--- config.mk ---
export PLATFORM = sky130hd
export DESIGN_NAME = bssid_accept_filter
export DESIGN_NICKNAME = d
export VERILOG_FILES = /design/src/rtl/bssid_filt_pkg.sv /design/src/rtl/bssid_filt_regs.sv /design/src/rtl/bssid_filt_compare.sv /design/src/rtl/bssid_accept_filter.sv
export SDC_FILE = /design/constraint.sdc
export NUM_CORES = 1
export LEC_CHECK = 0
export BUFFER_PORTS_ARGS = -buffer_cell sky130_fd_sc_hd__buf_2
export CAP_MARGIN = 25
export CORE_ASPECT_RATIO = 0.6
export CORE_MARGIN = 5
export CORE_UTILIZATION = 41
export CTS_BUF_LIST = sky130_fd_sc_hd__clkbuf_2 sky130_fd_sc_hd__clkbuf_4 sky130_fd_sc_hd__clkbuf_8
export DETAILED_ROUTE_END_ITERATION = 8
export GPL_TIMING_DRIVEN = 0
export PLACE_DENSITY_LB_ADDON = 0.15
export RECOVER_POWER = 25
export SLEW_MARGIN = 20
export SYNTH_ARGS = -nofsm -noshare
export SYNTH_HDL_FRONTEND = slang
export SYNTH_SLANG_ARGS = --single-unit
--- constraint.sdc ---
create_clock -name clk -period 2.7 [get_ports clk]
set_clock_uncertainty 0.1 [all_clocks]
set_input_delay 0.405 -clock clk [delete_from_list [all_inputs] [get_ports clk]]
set_output_delay 0.405 -clock clk [all_outputs]
set_load 0.05 [all_outputs]
--- src/rtl/bssid_filt_pkg.sv ---
package bssid_filt_pkg;

    localparam int ADDR_BYTES  = 6;
    localparam int ADDR_W      = ADDR_BYTES * 8;
    localparam int BUS_W       = 32;
    localparam int LANES       = BUS_W / 8;
    localparam int REG_AW      = 2;
    localparam int CTL_BYTES   = 2;
    localparam int CTL_W       = CTL_BYTES * 8;
    localparam int MASK_BASE   = ADDR_BYTES;
    localparam int CTL_BASE    = 2 * ADDR_BYTES;
    localparam int STORE_BYTES = CTL_BASE + CTL_BYTES;

    typedef logic [ADDR_W-1:0] addr_t;

    typedef struct packed {
        logic [CTL_W-1:0] ctl;
        addr_t            mask;
        addr_t            mac;
    } cfg_t;

    typedef struct packed {
        logic valid;
        logic accept;
    } verdict_t;

    localparam logic [REG_AW-1:0] RA_MAC_LO = 2'd0;
    localparam logic [REG_AW-1:0] RA_MAC_HI = 2'd1;
    localparam logic [REG_AW-1:0] RA_MSK_LO = 2'd2;
    localparam logic [REG_AW-1:0] RA_MSK_HI = 2'd3;

    // Which register word owns storage byte b.
    function automatic logic [REG_AW-1:0] byte_reg(int b);
        if (b < LANES)                  return RA_MAC_LO;
        else if (b < MASK_BASE)         return RA_MAC_HI;
        else if (b < MASK_BASE + LANES) return RA_MSK_LO;
        else if (b < CTL_BASE)          return RA_MSK_HI;
        else                            return RA_MAC_HI;
    endfunction

    // Which byte lane of that word carries storage byte b.
    function automatic int byte_lane(int b);
        if (b < LANES)                  return b;
        else if (b < MASK_BASE)         return b - LANES;
        else if (b < MASK_BASE + LANES) return b - MASK_BASE;
        else if (b < CTL_BASE)          return b - MASK_BASE - LANES;
        else                            return b - CTL_BASE + (LANES - CTL_BYTES);
    endfunction

    // Reset value: mask bytes all ones (exact match), everything else zero.
    function automatic logic [7:0] byte_rst(int b);
        return (b >= MASK_BASE && b < CTL_BASE) ? 8'hFF : 8'h00;
    endfunction

    function automatic logic masked_hit(addr_t id, addr_t own, addr_t msk);
        return ((id ^ own) & msk) == '0;
    endfunction

endpackage

--- src/rtl/bssid_filt_regs.sv ---
module bssid_filt_regs
    import bssid_filt_pkg::*;
(
    input  logic              clk,
    input  logic              rst,
    input  logic              wr_en,
    input  logic [REG_AW-1:0] wr_addr,
    input  logic [LANES-1:0]  wr_strb,
    input  logic [BUS_W-1:0]  wr_data,
    output cfg_t              cfg
);

    logic [STORE_BYTES-1:0][7:0] store;

    // One flop byte per stored field byte; unused register lanes get no storage.
    for (genvar b = 0; b < STORE_BYTES; b++) begin : g_byte
        localparam logic [REG_AW-1:0] OWNER = byte_reg(b);
        localparam int                LANE  = byte_lane(b);
        always_ff @(posedge clk) begin
            if (rst)
                store[b] <= byte_rst(b);
            else if (wr_en && wr_addr == OWNER && wr_strb[LANE])
                store[b] <= wr_data[LANE*8 +: 8];
        end
    end

    assign cfg.mac  = store[MASK_BASE-1:0];
    assign cfg.mask = store[CTL_BASE-1:MASK_BASE];
    assign cfg.ctl  = store[STORE_BYTES-1:CTL_BASE];

    // writing only the MAC halfword of the shared word keeps the control field
    a_r6_ctl_kept: assert property (@(posedge clk) disable iff (rst)
        (wr_en && wr_addr == RA_MAC_HI && wr_strb[LANES-1 -: CTL_BYTES] == '0)
        |=> $stable(cfg.ctl));

    // configuration right after reset
    a_r4_reset_cfg: assert property (@(posedge clk) disable iff (rst)
        $past(rst) |-> (cfg.mask == '1 && cfg.mac == '0 && cfg.ctl == '0));

    // upper lanes of the mask halfword never change the configuration
    a_r5_msk_hi_upper_ignored: assert property (@(posedge clk) disable iff (rst)
        (wr_en && wr_addr == RA_MSK_HI && wr_strb[CTL_BYTES-1:0] == '0) |=> $stable(cfg));

endmodule

--- src/rtl/bssid_filt_compare.sv ---
module bssid_filt_compare
    import bssid_filt_pkg::*;
(
    input  logic     clk,
    input  logic     rst,
    input  logic     frame_valid,
    input  addr_t    frame_bssid,
    input  addr_t    own_mac,
    input  addr_t    own_mask,
    output verdict_t verdict
);

    always_ff @(posedge clk) begin
        if (rst) begin
            verdict <= '0;
        end else begin
            verdict.valid  <= frame_valid;
            verdict.accept <= frame_valid && masked_hit(frame_bssid, own_mac, own_mask);
        end
    end

    // every strobe gets a verdict on the next cycle
    a_r7_latency: assert property (@(posedge clk) disable iff (rst)
        frame_valid |=> verdict.valid);

    // no accept without a valid verdict
    a_r7_no_stray_accept: assert property (@(posedge clk) disable iff (rst)
        !verdict.valid |-> !verdict.accept);

    // a BSSID equal to the own MAC is always accepted
    a_r1_own_mac_hit: assert property (@(posedge clk) disable iff (rst)
        (frame_valid && frame_bssid == own_mac) |=> verdict.accept);

    // a full mask admits only the exact MAC
    a_r3_exact_only: assert property (@(posedge clk) disable iff (rst)
        (frame_valid && own_mask == '1 && frame_bssid != own_mac) |=> !verdict.accept);

endmodule

--- src/rtl/bssid_accept_filter.sv ---
module bssid_accept_filter
    import bssid_filt_pkg::*;
(
    input  logic                  clk,
    input  logic                  rst,
    input  logic                  reg_wr_en,
    input  logic [REG_AW-1:0]     reg_addr,
    input  logic [LANES-1:0]      reg_wstrb,
    input  logic [BUS_W-1:0]      reg_wdata,
    input  logic                  frame_valid,
    input  logic [ADDR_W-1:0]     frame_bssid,
    output logic                  accept_valid,
    output logic                  accept,
    output logic [CTL_W-1:0]      ctl_field
);

    cfg_t     cfg;
    verdict_t verdict;

    bssid_filt_regs u_regs (
        .clk     (clk),
        .rst     (rst),
        .wr_en   (reg_wr_en),
        .wr_addr (reg_addr),
        .wr_strb (reg_wstrb),
        .wr_data (reg_wdata),
        .cfg     (cfg)
    );

    // The comparison sees the configuration before any write on the same edge.
    bssid_filt_compare u_cmp (
        .clk         (clk),
        .rst         (rst),
        .frame_valid (frame_valid),
        .frame_bssid (frame_bssid),
        .own_mac     (cfg.mac),
        .own_mask    (cfg.mask),
        .verdict     (verdict)
    );

    assign accept_valid = verdict.valid;
    assign accept       = verdict.accept;
    assign ctl_field    = cfg.ctl;

endmodule

==> out/summary.log <==
[run_status] status finished clean
[global_routing] initial antenna violation count 1
[synth] count of mapped cells out of synthesis 603
[clocking] Worst-path clk slew 70 ps
[setup_path] Crit. Startpoint u_regs.cfg[1]
[synth] Mapped Area 4926 sq um
[sta] Final Critical Period 1768 ps
[synth] area leader, netlist dfxtp_1
[clocking] clock root buffer master clkbuf_8
[power] switching power 0.9180 mW
[clocking] CTS hold repair buffers 0
[global_routing] routing usage on met2 0.3048
[setup_path] Worst Path Class, Setup flip-flop to flip-flop
[final_layout] Layout area overhead 23.09%
[synth] sequential fraction of the synthesis area 0.4633
[final_layout] diode insertion count for antenna repair 0
[sta] Worst Slack Setup Final 931.8 ps
[clocking] H-Tree Depth 4
[setup_path] worst endpoint required time 2940 ps
[setup_path] slowest CP cell a221oi_1
[die] area of the die 14380 sq um
[synth] largest cells by area after synthesis dfxtp_1, nand2_1, xor2_1
[die] std cell rows 31
[global_routing] maximum number of pins on one net before global-route repair 17
[global_routing] vias in the first global route 4415
[routing] Avg WL per Cell 16.87 um
[power] power per unit of standard cell area 625.3 nW/um^2
[clocking] CTS tree built
[setup_path] WP data arrival 2010 ps
[final_layout] non-filler instance count after layout 904
[synth] number of synthesized register bits 114
[sta] Final Cycle Share 0.6549
[setup_path] Crit Path Max Fanout 2
[sta] minimum hold slack 120.9 ps
[die] core region area 11910 sq um
[flow_run] max-cap violations 0
[sta] number of endpoints failing setup at the final stage 0
[final_layout] Final nets 819
[sta] Highest Clock Rate 565.6 MHz
[die] number of ports placed on the die boundary 108
[clocking] postcts setup bufs 0
[sta] normalized max-slew margin 0.5461
[place] gp weighted congestion 0.8427
[place] dpl ws 759.0 ps
[sta] fin. max-slew vios 0
[setup_path] startpoint type of the worst setup path flip-flop
[setup_path] Reg2Reg Launch Point u_regs.cfg[1]
[die] Initial Utilization 0.4137
[setup_path] cell chain of the critical path xor2_1, a22o_1, a221oi_1, nand3_1, nor4_2
[place] cell count after placement 875
[sta] final number of hold-violating endpoints 0
[place] input/output buffers 107
[power] worst voltage drop across the vdd grid 0.0003082 V
[die] vertical extent of the die 94.91 um
[clocking] number of buffers added by the clock tree synthesis step 17
[power] Leakage Power 2.748 nW
[power] internal cell power 2.873 mW
[global_routing] first-pass GRT wire length 23.37 mm
[synth] post-synthesis area per instance 8.169 sq um
[routing] drt pass-1 iters 5
[worst_hold_path] launch instance of the worst min-delay path reg_wdata[28]
[setup_path] element type at the critical path end flip-flop
[setup_path] longest individual stage delay on the worst path 360 ps
[power] fraction of power consumed by combinational cells 0.097
[routing] Routed Antenna Nets 0
[routing] number of remaining DRC errors 0
[sta] Slew @ Worst Pin 680.8 ps
[die] Die Wd 151.5 um
[setup_path] number of buffers and inverters on the critical path 0
[synth] Synth Warn # 0
[routing] total length of routed wires 15.25 mm
[routing] vias post-DR 4521
[synth] Yosys top cell area share 0.4633
[synth] syn nets 693
[global_routing] Global Route Usage Sum 0.2198
[sta] Sum Neg Setup Slack 0 ps
[clocking] Clk Latency, worst-skew pair 430 ps
[worst_hold_path] class of the tightest hold or removal check input pin to flip-flop
[routing] drt first-iter violations 307
[global_routing] met1 usage in global routing 0.3289
[routing] drt via density 5.001
[synth] Netlist cell types 23
[place] DP HPWL 11.71 mm
[clocking] deepest clock path buffer count 2
[global_routing] overflow left after global routing 0
[power] fraction of power consumed by the clock network 0.439
[final_layout] Filler Cells Inserted 1171
[power] part of the total power dissipated in sequential elements 0.464
[clocking] post-CTS sizing 0
[power] Final Power 3.791 mW
[clocking] clock sink total 114
[sta] RSZ-0062 raised after global routing no
[final_layout] share of layout cells above drive strength 1 0.2246
[global_routing] layer carrying the most global-route usage met1
[setup_path] cell family with most CP delay compound AO/OA/AOI/OAI gates
[global_routing] global routing usage on met3 0.05659
[power] switching share of power 0.2421
## worst paths after layout
kind	endpoint	slack, ps	cells after the start
setup / recovery	u_cmp.verdict[0]	930	5
hold / removal	u_regs.cfg[76]	120	3
setup reg to reg	u_cmp.verdict[0]	930	5
hold reg to reg	u_regs.cfg[103]	350	2
## worst reg2reg max path: cells and delay by family (launching register included)
family | cells | cell delay (ps)
AOI/OAI and AO/OA | 2 | 610
xor gates and xnor gates | 1 | 190
and+or+nand+nor | 2 | 450
DFF | 1 | 320
## cells in the final DEF, fill, tap and decap left out, types with 2 or more instances in the layout
cell,count
clkbuf_1,18
bufinv_16,3
a221oi_2,3
and2_1,12
nand4_1,5
clkbuf_8,20
a21oi_1,64
buf_4,20
buf_2,112
a22oi_1,4
dfxtp_1,114
a22o_1,9
clkbuf_4,3
a221oi_1,6
nand2_1,237
nand3b_1,48
xor2_1,48
clkinv_2,3
and4_1,2
## cell families after synthesis
| family | share of synthesized area |
|---|---|
| simple gates | 0.2906 |
| flops | 0.4633 |
| buf+inv | 0.05029 |
| xor+xnor | 0.08534 |
| compound gates | 0.1105 |
## flip-flops by register name (all words and copies together) (netlist names)
name           count
u_regs.cfg       112
u_cmp.verdict      2
## stage by stage
stage	utilization	area, sq um
5_1_grt	0.5092	6063
3_5_place_dp	0.4760	5668
2_1_floorplan	-	4926
3_3_place_gp	0.4760	5668
6_report	0.5092	6063
4_1_cts	0.5098	6071
## metal layers
| layer | vias up | wire, um | part of all wire |
|---|---|---|---|
| met3 | 22 | 1398 | 0.092 |
| met1 | 2099 | 7534 | 0.49 |
| li1 | 2222 | - | - |
| met5 | - | 13 | 0.00085 |
| met4 | 2 | 181 | 0.012 |
| met2 | 176 | 6121 | 0.40 |
## Yosys cell counts, drive strengths merged
| master | instances |
|---|---|
| a21boi | 1 |
| dfxtp | 114 |
| and4 | 2 |
| a21oi | 64 |
| a222oi | 1 |
| buf | 29 |
| nand2 | 237 |
| a22o | 9 |
| nor4 | 1 |
| nand3b | 48 |
| xor2 | 48 |
| nor2 | 1 |
| a22oi | 4 |
| a221oi | 9 |
| nor3b | 1 |
| and2 | 12 |
| clkbuf | 14 |
| nand4 | 5 |
| and3b | 1 |
| nand3 | 1 |
| nor2b | 1 |
## power groups by stage
stage / Combinational, mW / Clock [mW] / Sequential (mW)
floorplan: 0.192 / 0 / 1.79
global placement: 0.362 / 0 / 1.79
detailed placement: 0.367 / 0 / 1.80
CTS: 0.369 / 1.68 / 1.76
global route: 0.406 / 1.76 / 1.76
finish: 0.368 / 1.66 / 1.76
## area by class of cell
cell class | instances | area (sq um) | area share
flip-flops and latches | 114 | 2282 | 0.3764
plain buffers | 43 | 246.5 | 0.04065
multi-input cells | 446 | 2394 | 0.3948
clock inverters | 6 | 105.1 | 0.01733
clock buffers | 23 | 297.8 | 0.04911
well taps | 165 | 206.4 | 0.03405
repair buffers | 107 | 531.8 | 0.08770
No activity file was read; power rests on OpenSTA's default activity.
